===== config.mk =====
export PLATFORM = sky130hd
export DESIGN_NAME = xbar_sched
export DESIGN_NICKNAME = d
export VERILOG_FILES = /design/src/rtl/xbar_sched_pkg.sv /design/src/rtl/xbar_sched_pick.sv /design/src/rtl/xbar_sched_lock.sv /design/src/rtl/xbar_sched.sv
export SDC_FILE = /design/constraint.sdc
export NUM_CORES = 1
export LEC_CHECK = 0
export ABC_AREA = 0
export BUFFER_PORTS_ARGS = -buffer_cell sky130_fd_sc_hd__buf_2
export CORE_MARGIN = 2
export CORE_UTILIZATION = 40
export CTS_CLUSTER_SIZE = 12
export DETAILED_ROUTE_END_ITERATION = 16
export PLACE_DENSITY_LB_ADDON = 0.1
export REMOVE_ABC_BUFFERS = 1
export SYNTH_ARGS = -nofsm -noshare
export SYNTH_HDL_FRONTEND = slang
export SYNTH_HIERARCHICAL = 1
export SYNTH_SLANG_ARGS = --single-unit

===== constraint.sdc =====
create_clock -name clk -period 9.7 [get_ports clk]
set_input_delay 1.94 -clock clk [delete_from_list [all_inputs] [get_ports clk]]
set_output_delay 1.94 -clock clk [all_outputs]
set_load 0.03 [all_outputs]

===== src/rtl/xbar_sched_pkg.sv =====
package xbar_sched_pkg;

    localparam int DEF_PORTS = 4;
    localparam int DEF_OCC_W = 4;
    localparam int DEF_XFER  = 8;

    // (a + b) mod n for 0 <= a, b < n
    function automatic int wrap_add(input int a, input int b, input int n);
        int s;
        s = a + b;
        if (s >= n) s = s - n;
        return s;
    endfunction

endpackage


===== src/rtl/xbar_sched_pick.sv =====
module xbar_sched_pick #(
    parameter int NPORTS = 4,
    parameter int OCC_W  = 4,
    parameter int IDX_W  = 2
) (
    input  logic [NPORTS*OCC_W-1:0] occ_col,
    input  logic [IDX_W-1:0]        start,
    input  logic                    enable,
    output logic                    hit,
    output logic [IDX_W-1:0]        win
);
    // Scan from the start index; replace only on strictly greater count.
    always_comb begin
        logic [OCC_W-1:0] best;
        int idx;
        best = '0;
        hit  = 1'b0;
        win  = '0;
        for (int k = 0; k < NPORTS; k++) begin
            idx = xbar_sched_pkg::wrap_add(int'(start), k, NPORTS);
            if (enable && (occ_col[idx*OCC_W +: OCC_W] > best)) begin
                best = occ_col[idx*OCC_W +: OCC_W];
                win  = IDX_W'(idx);
                hit  = 1'b1;
            end
        end
    end
endmodule


===== src/rtl/xbar_sched_lock.sv =====
module xbar_sched_lock #(
    parameter int XFER_LEN = 8,
    parameter int CNT_W    = 4
) (
    input  logic clk,
    input  logic rst,
    input  logic load,
    output logic busy
);
    logic [CNT_W-1:0] cnt_q;

    always_ff @(posedge clk) begin
        if (rst)
            cnt_q <= '0;
        else if (load)
            cnt_q <= CNT_W'(XFER_LEN);
        else if (cnt_q != '0)
            cnt_q <= cnt_q - 1'b1;
    end

    assign busy = (cnt_q != '0);
endmodule


===== src/rtl/xbar_sched.sv =====
module xbar_sched #(
    parameter int NPORTS   = xbar_sched_pkg::DEF_PORTS,
    parameter int OCC_W    = xbar_sched_pkg::DEF_OCC_W,
    parameter int XFER_LEN = xbar_sched_pkg::DEF_XFER
) (
    input  logic                                clk,
    input  logic                                rst,
    input  logic [NPORTS*NPORTS*OCC_W-1:0]      q_occ_i,
    input  logic [NPORTS-1:0]                   ob_room_i,
    output logic [NPORTS*NPORTS-1:0]            rd_start_o,
    output logic [NPORTS-1:0]                   wr_start_o,
    output logic [NPORTS*$clog2(NPORTS)-1:0]    sel_o,
    output logic [NPORTS-1:0]                   busy_o
);
    localparam int IDX_W = $clog2(NPORTS);
    localparam int CNT_W = $clog2(XFER_LEN + 1);

    logic [IDX_W-1:0]  ptr_q;
    logic [NPORTS-1:0] hit_vec;

    for (genvar j = 0; j < NPORTS; j++) begin : g_out
        logic [NPORTS*OCC_W-1:0] col;
        logic                    hit;
        logic [IDX_W-1:0]        win;
        logic [NPORTS-1:0]       rd_q;
        logic                    wr_q;
        logic [IDX_W-1:0]        sel_q;

        for (genvar i = 0; i < NPORTS; i++) begin : g_col
            assign col[i*OCC_W +: OCC_W] = q_occ_i[(i*NPORTS+j)*OCC_W +: OCC_W];
            assign rd_start_o[i*NPORTS+j] = rd_q[i];
        end

        xbar_sched_pick #(.NPORTS(NPORTS), .OCC_W(OCC_W), .IDX_W(IDX_W)) u_pick (
            .occ_col (col),
            .start   (ptr_q),
            .enable  (ob_room_i[j] & ~busy_o[j]),
            .hit     (hit),
            .win     (win)
        );

        xbar_sched_lock #(.XFER_LEN(XFER_LEN), .CNT_W(CNT_W)) u_lock (
            .clk  (clk),
            .rst  (rst),
            .load (hit),
            .busy (busy_o[j])
        );

        always_ff @(posedge clk) begin
            if (rst) begin
                rd_q  <= '0;
                wr_q  <= 1'b0;
                sel_q <= '0;
            end else begin
                wr_q <= hit;
                for (int i = 0; i < NPORTS; i++)
                    rd_q[i] <= hit && (win == IDX_W'(i));
                if (hit)
                    sel_q <= win;
            end
        end

        assign hit_vec[j]                  = hit;
        assign wr_start_o[j]               = wr_q;
        assign sel_o[j*IDX_W +: IDX_W]     = sel_q;
    end

    always_ff @(posedge clk) begin
        if (rst)
            ptr_q <= '0;
        else if (|hit_vec)
            ptr_q <= IDX_W'(xbar_sched_pkg::wrap_add(int'(ptr_q), 1, NPORTS));
    end
endmodule


## Word-level counts from Yosys, hierarchy flattened

Index checks and enable logic that the tools add are counted.

| operators by class | value |
|---|---|
| $add $sub $neg | 11 |
| multiply operators | 0 |
| div/mod/pow operators | 0 |
| order comparisons | 20 |
| equality and inequality tests | 12 |
| shift operators | 16 |
| multiplexer cells | 56 |
| bitwise operators | 8 |
| reductions and logical operators | 49 |

Operators by type and width:

| cell | number |
|---|---|
| 16-bit by 32-bit indexed part select with 4-bit output | 16 |
| 30-bit two-way mux | 4 |
| 32-bit by 4-bit greater-or-equal comparator with 1-bit output (second input constant) | 3 |
| 30-bit by 4-bit subtractor with 30-bit output (second input constant) | 3 |
| 4-bit two-way mux | 20 |
| 4-bit > comparator | 12 |
| 1-bit logical AND | 32 |
| 2-bit two-way mux | 16 |
| 2-bit == test (second input constant) | 8 |
| 4-bit by 1-bit > comparator with 1-bit output (second input constant) | 4 |
| 1-bit two-way mux | 16 |
| 4-bit nonzero test | 4 |
| 4-bit by 1-bit subtractor with 4-bit output (second input constant) | 4 |
| 2-bit by 1-bit == test with 1-bit output (second input constant) | 4 |
| 2-bit logical NOT | 4 |
| 2-bit nonzero test | 4 |
| 2-bit OR reduction | 4 |
| 2-bit by 2-bit adder with 3-bit output (second input constant) | 2 |
| 1-bit AND | 4 |
| 1-bit NOT | 4 |
| 4-bit OR reduction | 1 |
| 2-bit by 3-bit subtractor with 4-bit output (second input constant) | 1 |
| 2-bit by 1-bit adder with 3-bit output (second input constant) | 1 |
| 2-bit by 3-bit greater-or-equal comparator with 1-bit output (second input constant) | 1 |

| word-level totals | value |
|---|---|
| register bits after elaboration | 46 |
| bits in latches | 0 |
| bits in writable memories | 0 |
| memory bits (read-only) | 0 |
| bits of input ports | 70 |
| output and inout port bits | 32 |
| logic and storage cells | 193 |
| memories kept | 0 |

## Logic depth before layout (Yosys ltp)

Gate-level depths: netlist of the first run.

| logic depth | value |
|---|---|
| depth after elaboration | 17 |
| mapped depth | 30 |
| depth with buffers taken out | 24 |

## Cells and area by module

The synthesis of the first run kept the hierarchy.

Modules (own cells, without submodules):

| module | instances | cells each | area an instance (sq um) | sequential area each (sq um) |
|---|---|---|---|---|
| xbar_sched_pick | 4 | 123 | 1,018.5 | 0.0 |
| xbar_sched | 1 | 85 | 968.4 | 600.6 |
| xbar_sched_lock | 4 | 22 | 203.9 | 80.1 |

## Least setup slack after synthesis of the first run

No wires, ideal clock.

| timing | value |
|---|---|
| kind | input to register |
| from | input q_occ_i[15] |
| to | register ptr_q[1] |
| setup time | 128 ps |
| data arrival time | 6,932 ps |
| required time | 9,572 ps |
| path slack | 2,640 ps |
| stages | 24 |
| buffers on the path | 2 |
| cells stage by stage | mux2_1 -> o211ai_1 -> inv_1 -> ha_1 -> nand3_1 -> o221ai_1 -> and3_1 -> clkbuf_1 -> mux2_1 -> ha_1 -> and4b_1 -> a211oi_1 -> or2_1 -> clkbuf_1 -> nor2_1 -> a21o_1 -> ha_1 -> nor2b_1 -> o211ai_1 -> a21o_1 -> nand4b_1 -> o41ai_2 -> xor2_1 -> nor2_1 |

| on the way | value |
|---|---|
| cells in the longest elaborated chain, start to end | 14 |
| elaborated cells on any way between the ends | 20 |
| classes of those cells | order compare: 4; shift: 4; mux: 7; reduce/logical: 5 |

Ends and longest elaborated chain:

| what | RTL line | source |
|---|---|---|
| start: declaration | xbar_sched.sv:8 | `input logic [NPORTS*NPORTS*OCC_W-1:0] q_occ_i,` |
| 16-bit by 32-bit indexed part select with 4-bit output | xbar_sched_pick.sv:21, xbar_sched_pick.sv:22 |  |
| 4-bit by 1-bit > comparator with 1-bit output | xbar_sched_pick.sv:21 | `if (enable && (occ_col[idx*OCC_W +: OCC_W] > best)) begin` |
| 1-bit logical AND | xbar_sched_pick.sv:21 |  |
| 4-bit two-way mux | xbar_sched_pick.sv:21 |  |
| 4-bit > comparator | xbar_sched_pick.sv:21 |  |
| 1-bit logical AND | xbar_sched_pick.sv:21 |  |
| 4-bit two-way mux | xbar_sched_pick.sv:21 |  |
| 4-bit > comparator | xbar_sched_pick.sv:21 |  |
| 1-bit logical AND | xbar_sched_pick.sv:21 |  |
| 4-bit two-way mux | xbar_sched_pick.sv:21 |  |
| 4-bit > comparator | xbar_sched_pick.sv:21 |  |
| 1-bit logical AND | xbar_sched_pick.sv:21 |  |
| 1-bit two-way mux (*) | xbar_sched_pick.sv:21 |  |
| named net g_out[3].hit | xbar_sched.sv:23 | `logic hit;` |
| 4-bit OR reduction (*) | xbar_sched.sv:71 | `else if (\|hit_vec)` |
| end signal: assignment | xbar_sched.sv:72 | `ptr_q <= IDX_W'(xbar_sched_pkg::wrap_add(int'(ptr_q), 1, NPORTS));` |
| end: declaration | xbar_sched.sv:18 | `logic [IDX_W-1:0] ptr_q;` |

The timed path passes the listed nets; every way through them passes the cells marked *.
A chain may end at the register's enable or synchronous reset.

## Worst setup path in the final report of the first run

| timing | value |
|---|---|
| from | input ob_room_i[3] |
| to | register ptr_q[1] |

| on the way | value |
|---|---|
| cells in the longest elaborated chain, start to end | 13 |
| elaborated cells on any way between the ends | 16 |
| classes of those cells | order compare: 3; mux: 7; bitwise: 1; reduce/logical: 5 |

Ends and longest elaborated chain:

| what | RTL line | source |
|---|---|---|
| start: declaration | xbar_sched.sv:9 | `input logic [NPORTS-1:0] ob_room_i,` |
| 1-bit AND (*) | xbar_sched.sv:37 | `.enable (ob_room_i[j] & ~busy_o[j]),` |
| 1-bit logical AND | xbar_sched_pick.sv:21 |  |
| 4-bit two-way mux | xbar_sched_pick.sv:21 |  |
| 4-bit > comparator | xbar_sched_pick.sv:21 |  |
| 1-bit logical AND | xbar_sched_pick.sv:21 |  |
| 4-bit two-way mux | xbar_sched_pick.sv:21 |  |
| 4-bit > comparator | xbar_sched_pick.sv:21 |  |
| 1-bit logical AND | xbar_sched_pick.sv:21 |  |
| 4-bit two-way mux | xbar_sched_pick.sv:21 |  |
| 4-bit > comparator | xbar_sched_pick.sv:21 |  |
| 1-bit logical AND | xbar_sched_pick.sv:21 |  |
| 1-bit two-way mux (*) | xbar_sched_pick.sv:21 |  |
| named net g_out[3].hit | xbar_sched.sv:23 |  |
| 4-bit OR reduction (*) | xbar_sched.sv:71 |  |

Marks and branches as above.

==> results of run 1 <==
worst max-delay path: stages:
cell and delay (ns):
buf_2 0.08, nor2b_1 0.50, nand2_1 0.17, ha_1 0.37
nand3_1 0.08, o221ai_1 0.26, and3_1 0.36, mux2_1 0.38
ha_1 0.31, and4b_1 0.21, a211oi_1 0.31, or2_1 0.36
nor2_1 0.08, a21o_1 0.17, ha_1 0.30, nor2b_1 0.14
o211ai_1 0.26, a21o_1 0.20, nand4b_1 0.45, o41ai_2 0.51
xor2_1 0.17, nor2_1 0.05
through the flow:
step | util (%) | cell area, um^2 | setup WS, ns | cells | hold WS, ns
6_report | 45.5 | 6560 | 2.19 | 920 | 0.492
2_1_floorplan | - | 5630 | 1.02 | 624 | 0.520
3_5_place_dp | 44.3 | 6390 | 1.94 | 912 | 0.485
4_1_cts | 45.5 | 6560 | 2.21 | 920 | 0.506
3_3_place_gp | 44.3 | 6390 | 1.96 | 912 | 0.477
5_1_grt | 45.5 | 6560 | 1.64 | 920 | 0.525
cell type report:
type,instances,area [um^2]
Tap cell,184,230
Inverter,48,180
Clock buffer,5,125
Fill cell,1434,7860
Clock inverter,3,43.8
Multi-Input combinational cell,530,4530
Sequential cell,46,926
Timing Repair Buffer,104,528
registers in the layout (all words and copies together), names as in the netlist:
name	cells
g_out.wr_q	4
g_out.sel_q	8
g_out.u_lock/cnt_q	16
g_out.rd_q	16
ptr_q	2
layout by cell type, fill, tap and decap left out, types with 5 or more instances in the layout:
| cell | count |
|---|---|
| nor2b_1 | 8 |
| nand4_1 | 12 |
| ha_1 | 76 |
| nand3_1 | 8 |
| nor3_1 | 12 |
| o41ai_2 | 5 |
| o22ai_1 | 12 |
| xor2_1 | 6 |
| dfxtp_1 | 44 |
| inv_1 | 48 |
| o211ai_1 | 20 |
| nand2_1 | 60 |
| nor2_1 | 50 |
| and3_1 | 8 |
| mux4_2 | 24 |
| or2_1 | 8 |
| mux2i_1 | 60 |
| a221oi_1 | 12 |
| mux2_1 | 20 |
| a211oi_1 | 12 |
| a21oi_1 | 20 |
| clkbuf_16 | 5 |
| buf_2 | 101 |
| a21o_1 | 24 |
per-layer routing:
metal  routed length [um]  vias to the layer above  track usage [%]
met5                    0                        -                0
met2                 6920                       96             32.6
li1                     -                     2638                -
met4                  119                        0             3.40
met1                 7000                     2496             25.1
met3                  455                       11             1.84
synth_stat cells, types with 12 or more instances:
library cell / count
mux2i_1: 60
dfxtp_1: 46
o211ai_1: 20
o22ai_1: 12
clkbuf_1: 16
nor2_1: 50
a21o_1: 24
inv_1: 48
nor3_1: 12
a211oi_1: 12
ha_1: 76
nand4_1: 12
mux2_1: 20
a21oi_1: 20
mux4_2: 24
a221oi_1: 12
nand2_1: 60
final timing paths:
kind	from	end	slack (ns)	depth (start not counted)
max	ob_room_i[3]	ptr_q[1]$_SDFFE_PP0P_	2.19	22
min	g_out[0].sel_q[0]$_SDFFE_PP0P_	g_out[0].sel_q[0]$_SDFFE_PP0P_	0.49	2
max reg2reg	ptr_q[0]$_SDFFE_PP0P_	ptr_q[1]$_SDFFE_PP0P_	2.29	24
min reg2reg	g_out[0].sel_q[0]$_SDFFE_PP0P_	g_out[0].sel_q[0]$_SDFFE_PP0P_	0.49	2
kinds of logic after synthesis:
| family | count (synthesis) | share of synthesized area [%] |
|---|---|---|
| buf+inv | 89 | 6.98 |
| compound gates | 137 | 18.2 |
| fa+ha+maj | 76 | 16.2 |
| flops | 46 | 15.7 |
| mux | 108 | 24.1 |
| simple gates | 199 | 17.3 |
| xor+xnor | 10 | 1.50 |
==> flow_summary_export.csv, run 1 <==
group,metric,value,unit
synthesis,yosysWarnings,6,
die,die_area,0.0156,mm^2
synthesis,ys_top_cells_by_area,"ha_1 16%, dfxtp_1 16%, mux2i_1 10%",
synthesis,synth_edf_count,0,
setup_path,endpoint_kind,"flop",
synthesis,ys_dominant_reg_cell,"dfxtp_1",
timing,relSlewSlack,45.8,%
global_routing,antenna_found_initial,0,
final_layout,nets,881,
placed_design,portBuffers,101,
global_routing,grt_pass1_wl,25.1,mm
hold_path,hold_class,"flop to flop",
cts,numCtsBuffers,5,
global_routing,grt_max_degree,53,
cts,postCtsHoldBufs,0,
synthesis,async_reset_ff_share,0,%
synthesis,yosysTopAreaCell,"ha_1",
cts,cts.clk_slew.worst_paths,0.07,ns
synthesis,synth_seq_cells,46,
setup_path,critPathLaunchType,"input port",
die,die_y,125,um
timing,fmax,133,MHz
run,cap_violations,0,
die,die_w,125,um
drt,num_vias,5241,
timing,slew_viol_final,0,
drt,vias_per_cell,5.70,
die,pin_count,102,
timing,worst_pin_slew,0.812,ns
setup_path,crit_type,"input port to flop",
setup_path,crit_fanout,10,
timing,rsz0062_at_grt,"false",
die,start_util,40.6,%
drt,dr.first_iter.drc_count,248,
final_layout,area_delta_synth_final,12.0,%
drt,drt-pass1-iter-count,5,
final_layout,layout-drive-gt1-share,20.7,%
timing,skew,0.00467,ns
outcome,status,"finished clean",
die,coreArea,0.0144,mm^2
global_routing,overflow,0,
timing,period_share,77.4,%
cts,root_buffer,"clkbuf_16",
setup_path,worst_ep_required_time,9.85,ns
synthesis,synthDistinctLibCells,48,
synthesis,ys_seq_area_share,15.7,%
final_layout,diodes,0,
setup_path,worstPathArrival,7.66,ns
drt,antenna_left,0,
drt,drt-wirelength-per-cell,15.8,um
timing,fin_crit,7.51,ns
placed_design,routabilityCongestion,0.886,
synthesis,synth_top_area_share,16.2,%
drt,drc,0,
cts,clockBufferDepth,2,
synthesis,synthCells,665,
cts,postCtsSetupRepairBufs,0,
global_routing,grt.total_usage,18.6,%
drt,routed_wl,14.5,mm
timing,setup_viol,0,
synthesis,synth_area,0.00586,mm^2
timing,setup_tns,0,ns
timing,hold_violations,0,
synthesis,syn_area_per_cell,8.81,um^2
cts,htree_levels,2,
die,rows,44,
cts,clock_latency,0.29,ns
global_routing,grt_pass1_vias,5201,
placed_design,hpwl,11.6,mm
cts,cts.repair.resized,0,
cts,cts_tree,"yes",
cts,cts_sinks,46,
Power of run 1 is not shown: default switching activity piles up to over one toggle a cycle in this logic, so the estimate is an artifact.
==> inputs of run 2 (changes only) <==
==> constraint.sdc (replaced) <==
create_clock -name clk -period 7.1 [get_ports clk]
set_input_delay 1.42 -clock clk [delete_from_list [all_inputs] [get_ports clk]]
set_output_delay 1.42 -clock clk [all_outputs]
set_load 0.03 [all_outputs]
==> run 2 against run 1 <==
Effect of this change:
- clock skew about the same
- critical path depth increased by 1
- die area stayed put
- critical path type unchanged
==> flow_summary_export.csv, run 2 (synthesis results as in run 1) <==
group,metric,value,unit
die,rows,44,
global_routing,grt_pass1_wl,25.0,mm
final_layout,layout_common_cells,"101 x buf_2, 75 x ha_1, 60 x mux2i_1, 60 x nand2_1, 50 x nor2_1",
drt,drt-wirelength-per-cell,15.8,um
setup_path,worstPathArrival,6.79,ns
setup_path,cpMostUsedCell,"ha_1",
run,cap_violations,0,
final_layout,final_area,0.00665,mm^2
cts,cts.repair.resized,0,
cts,cts.clk_slew.worst_paths,0.06,ns
die,die_area,0.0156,mm^2
drt,vias_per_cell,5.67,
final_layout,top_regs,"g_out.rd_q x16, g_out.u_lock/cnt_q x16, g_out.sel_q x8",
drt,antenna_left,0,
setup_path,critPathMaxStageDelay,0.40,ns
setup_path,path_delay_family,"simple AND/OR/NAND/NOR gates",
die,coreArea,0.0144,mm^2
final_layout,layout_commonest_cell,"buf_2",
placed_design,routabilityCongestion,0.892,
setup_path,crit_slowest_cell,"nor4_1",
cts,clock_latency,0.28,ns
cts,root_buffer,"clkbuf_16",
cts,htree_levels,2,
die,pin_count,102,
timing,worst_pin_slew,0.611,ns
cts,cts_sinks,46,
timing,fmax,151,MHz
timing,fin_crit,6.64,ns
placed_design,place_area,0.00648,mm^2
final_layout,diodes,0,
setup_path,crit_fanout,9,
final_layout,area_delta_synth_final,13.5,%
setup_path,crit_type,"input port to flop",
outcome,status,"finished clean",
cts,clockBufferDepth,2,
setup_path,worst_ep_required_time,7.25,ns
final_layout,nets,893,
timing,period_share,93.5,%
setup_path,crit_chain,"buf_2, mux2_1, o211ai_1, inv_1, ha_1, nand3_1, o221ai_1, and3_1, mux2_1, ha_1, and4b_1, a211oi_1, or2_1, nor2_1, a21o_1, ha_1, nor2b_1, o211ai_1, a21o_1, nand4b_1, nor4_1, xor2_1, nor2_1",
drt,dr.first_iter.drc_count,215,
final_layout,utilization,46.1,%
global_routing,grt.total_usage,18.8,%
die,die_w,125,um
cts,postCtsSetupRepairBufs,0,
die,die_y,125,um
placed_design,portBuffers,101,
cts,numCtsBuffers,5,
timing,skew,0.00471,ns
setup_path,endpoint_kind,"flop",
final_layout,layout-drive-gt1-share,22.1,%
global_routing,grt_pass1_vias,5237,
timing,setup_viol,0,
global_routing,antenna_found_initial,0,
cts,postCtsHoldBufs,0,
timing,rsz0062_at_grt,"false",
placed_design,hpwl,12.0,mm
setup_path,critPathBufInv,2,
drt,num_vias,5280,
timing,slew_viol_final,0,
drt,routed_wl,14.7,mm
setup_path,critPathLaunchType,"input port",
global_routing,grt_max_degree,31,
drt,drt-pass1-iter-count,4,
hold_path,hold_class,"flop to flop",
die,start_util,40.6,%
timing,relSlewSlack,59.3,%
drt,drc,0,
cts,cts_tree,"yes",
timing,hold_violations,0,
final_layout,fillers,1461,
global_routing,overflow,0,
[run 2: path summary, 6_finish.rpt]
path	cells past startpoint	slack (ns)	end	startpoint
setup reg to reg	25	0.50	ptr_q[0]$_SDFFE_PP0P_	ptr_q[1]$_SDFFE_PP0P_
setup / recovery	23	0.46	ptr_q[0]$_SDFFE_PP0P_	q_occ_i[11]
hold / removal	2	0.49	g_out[3].sel_q[1]$_SDFFE_PP0P_	g_out[3].sel_q[1]$_SDFFE_PP0P_
hold reg to reg	2	0.49	g_out[3].sel_q[1]$_SDFFE_PP0P_	g_out[3].sel_q[1]$_SDFFE_PP0P_
[run 2: area by class of cell]
cell class	count	area, um^2	share of cell area (%)
Timing Repair Buffer	116	618	9.29
Sequential cell	46	926	13.9
Inverter	48	180	2.71
Clock buffer	5	125	1.88
Clock inverter	3	40.0	0.602
Multi-Input combinational cell	530	4530	68.1
Tap cell	184	230	3.46
[run 2: routing by layer]
layer / global-route usage (%) / vias to the layer above / wire, um
met4: 4.44 / 0 / 174
met5: 0 / - / 0
met1: 24.9 / 2505 / 7050
li1: - / 2651 / -
met3: 2.01 / 13 / 508
met2: 33.0 / 111 / 6990
[run 2: through the flow]
| step | setup TNS (ns) | instances | setup WS [ns] | hold WS (ns) |
|---|---|---|---|---|
| after floorplan | -58.99 | 624 | -1.58 | 0.520 |
| after global placement | 0 | 924 | 0.274 | 0.473 |
| after detailed placement | 0 | 924 | 0.184 | 0.479 |
| after CTS | 0 | 932 | 0.393 | 0.498 |
| after global routing | 0 | 932 | 0.0112 | 0.523 |
| final | 0 | 932 | 0.464 | 0.492 |
[run 2: tightest hold or removal path, stage by stage, from the launching register on]
cell,delay [ns]
dfxtp_1,0.32
mux2i_1,0.06
nor2_1,0.07
Power of run 2 is left out for the same reason.
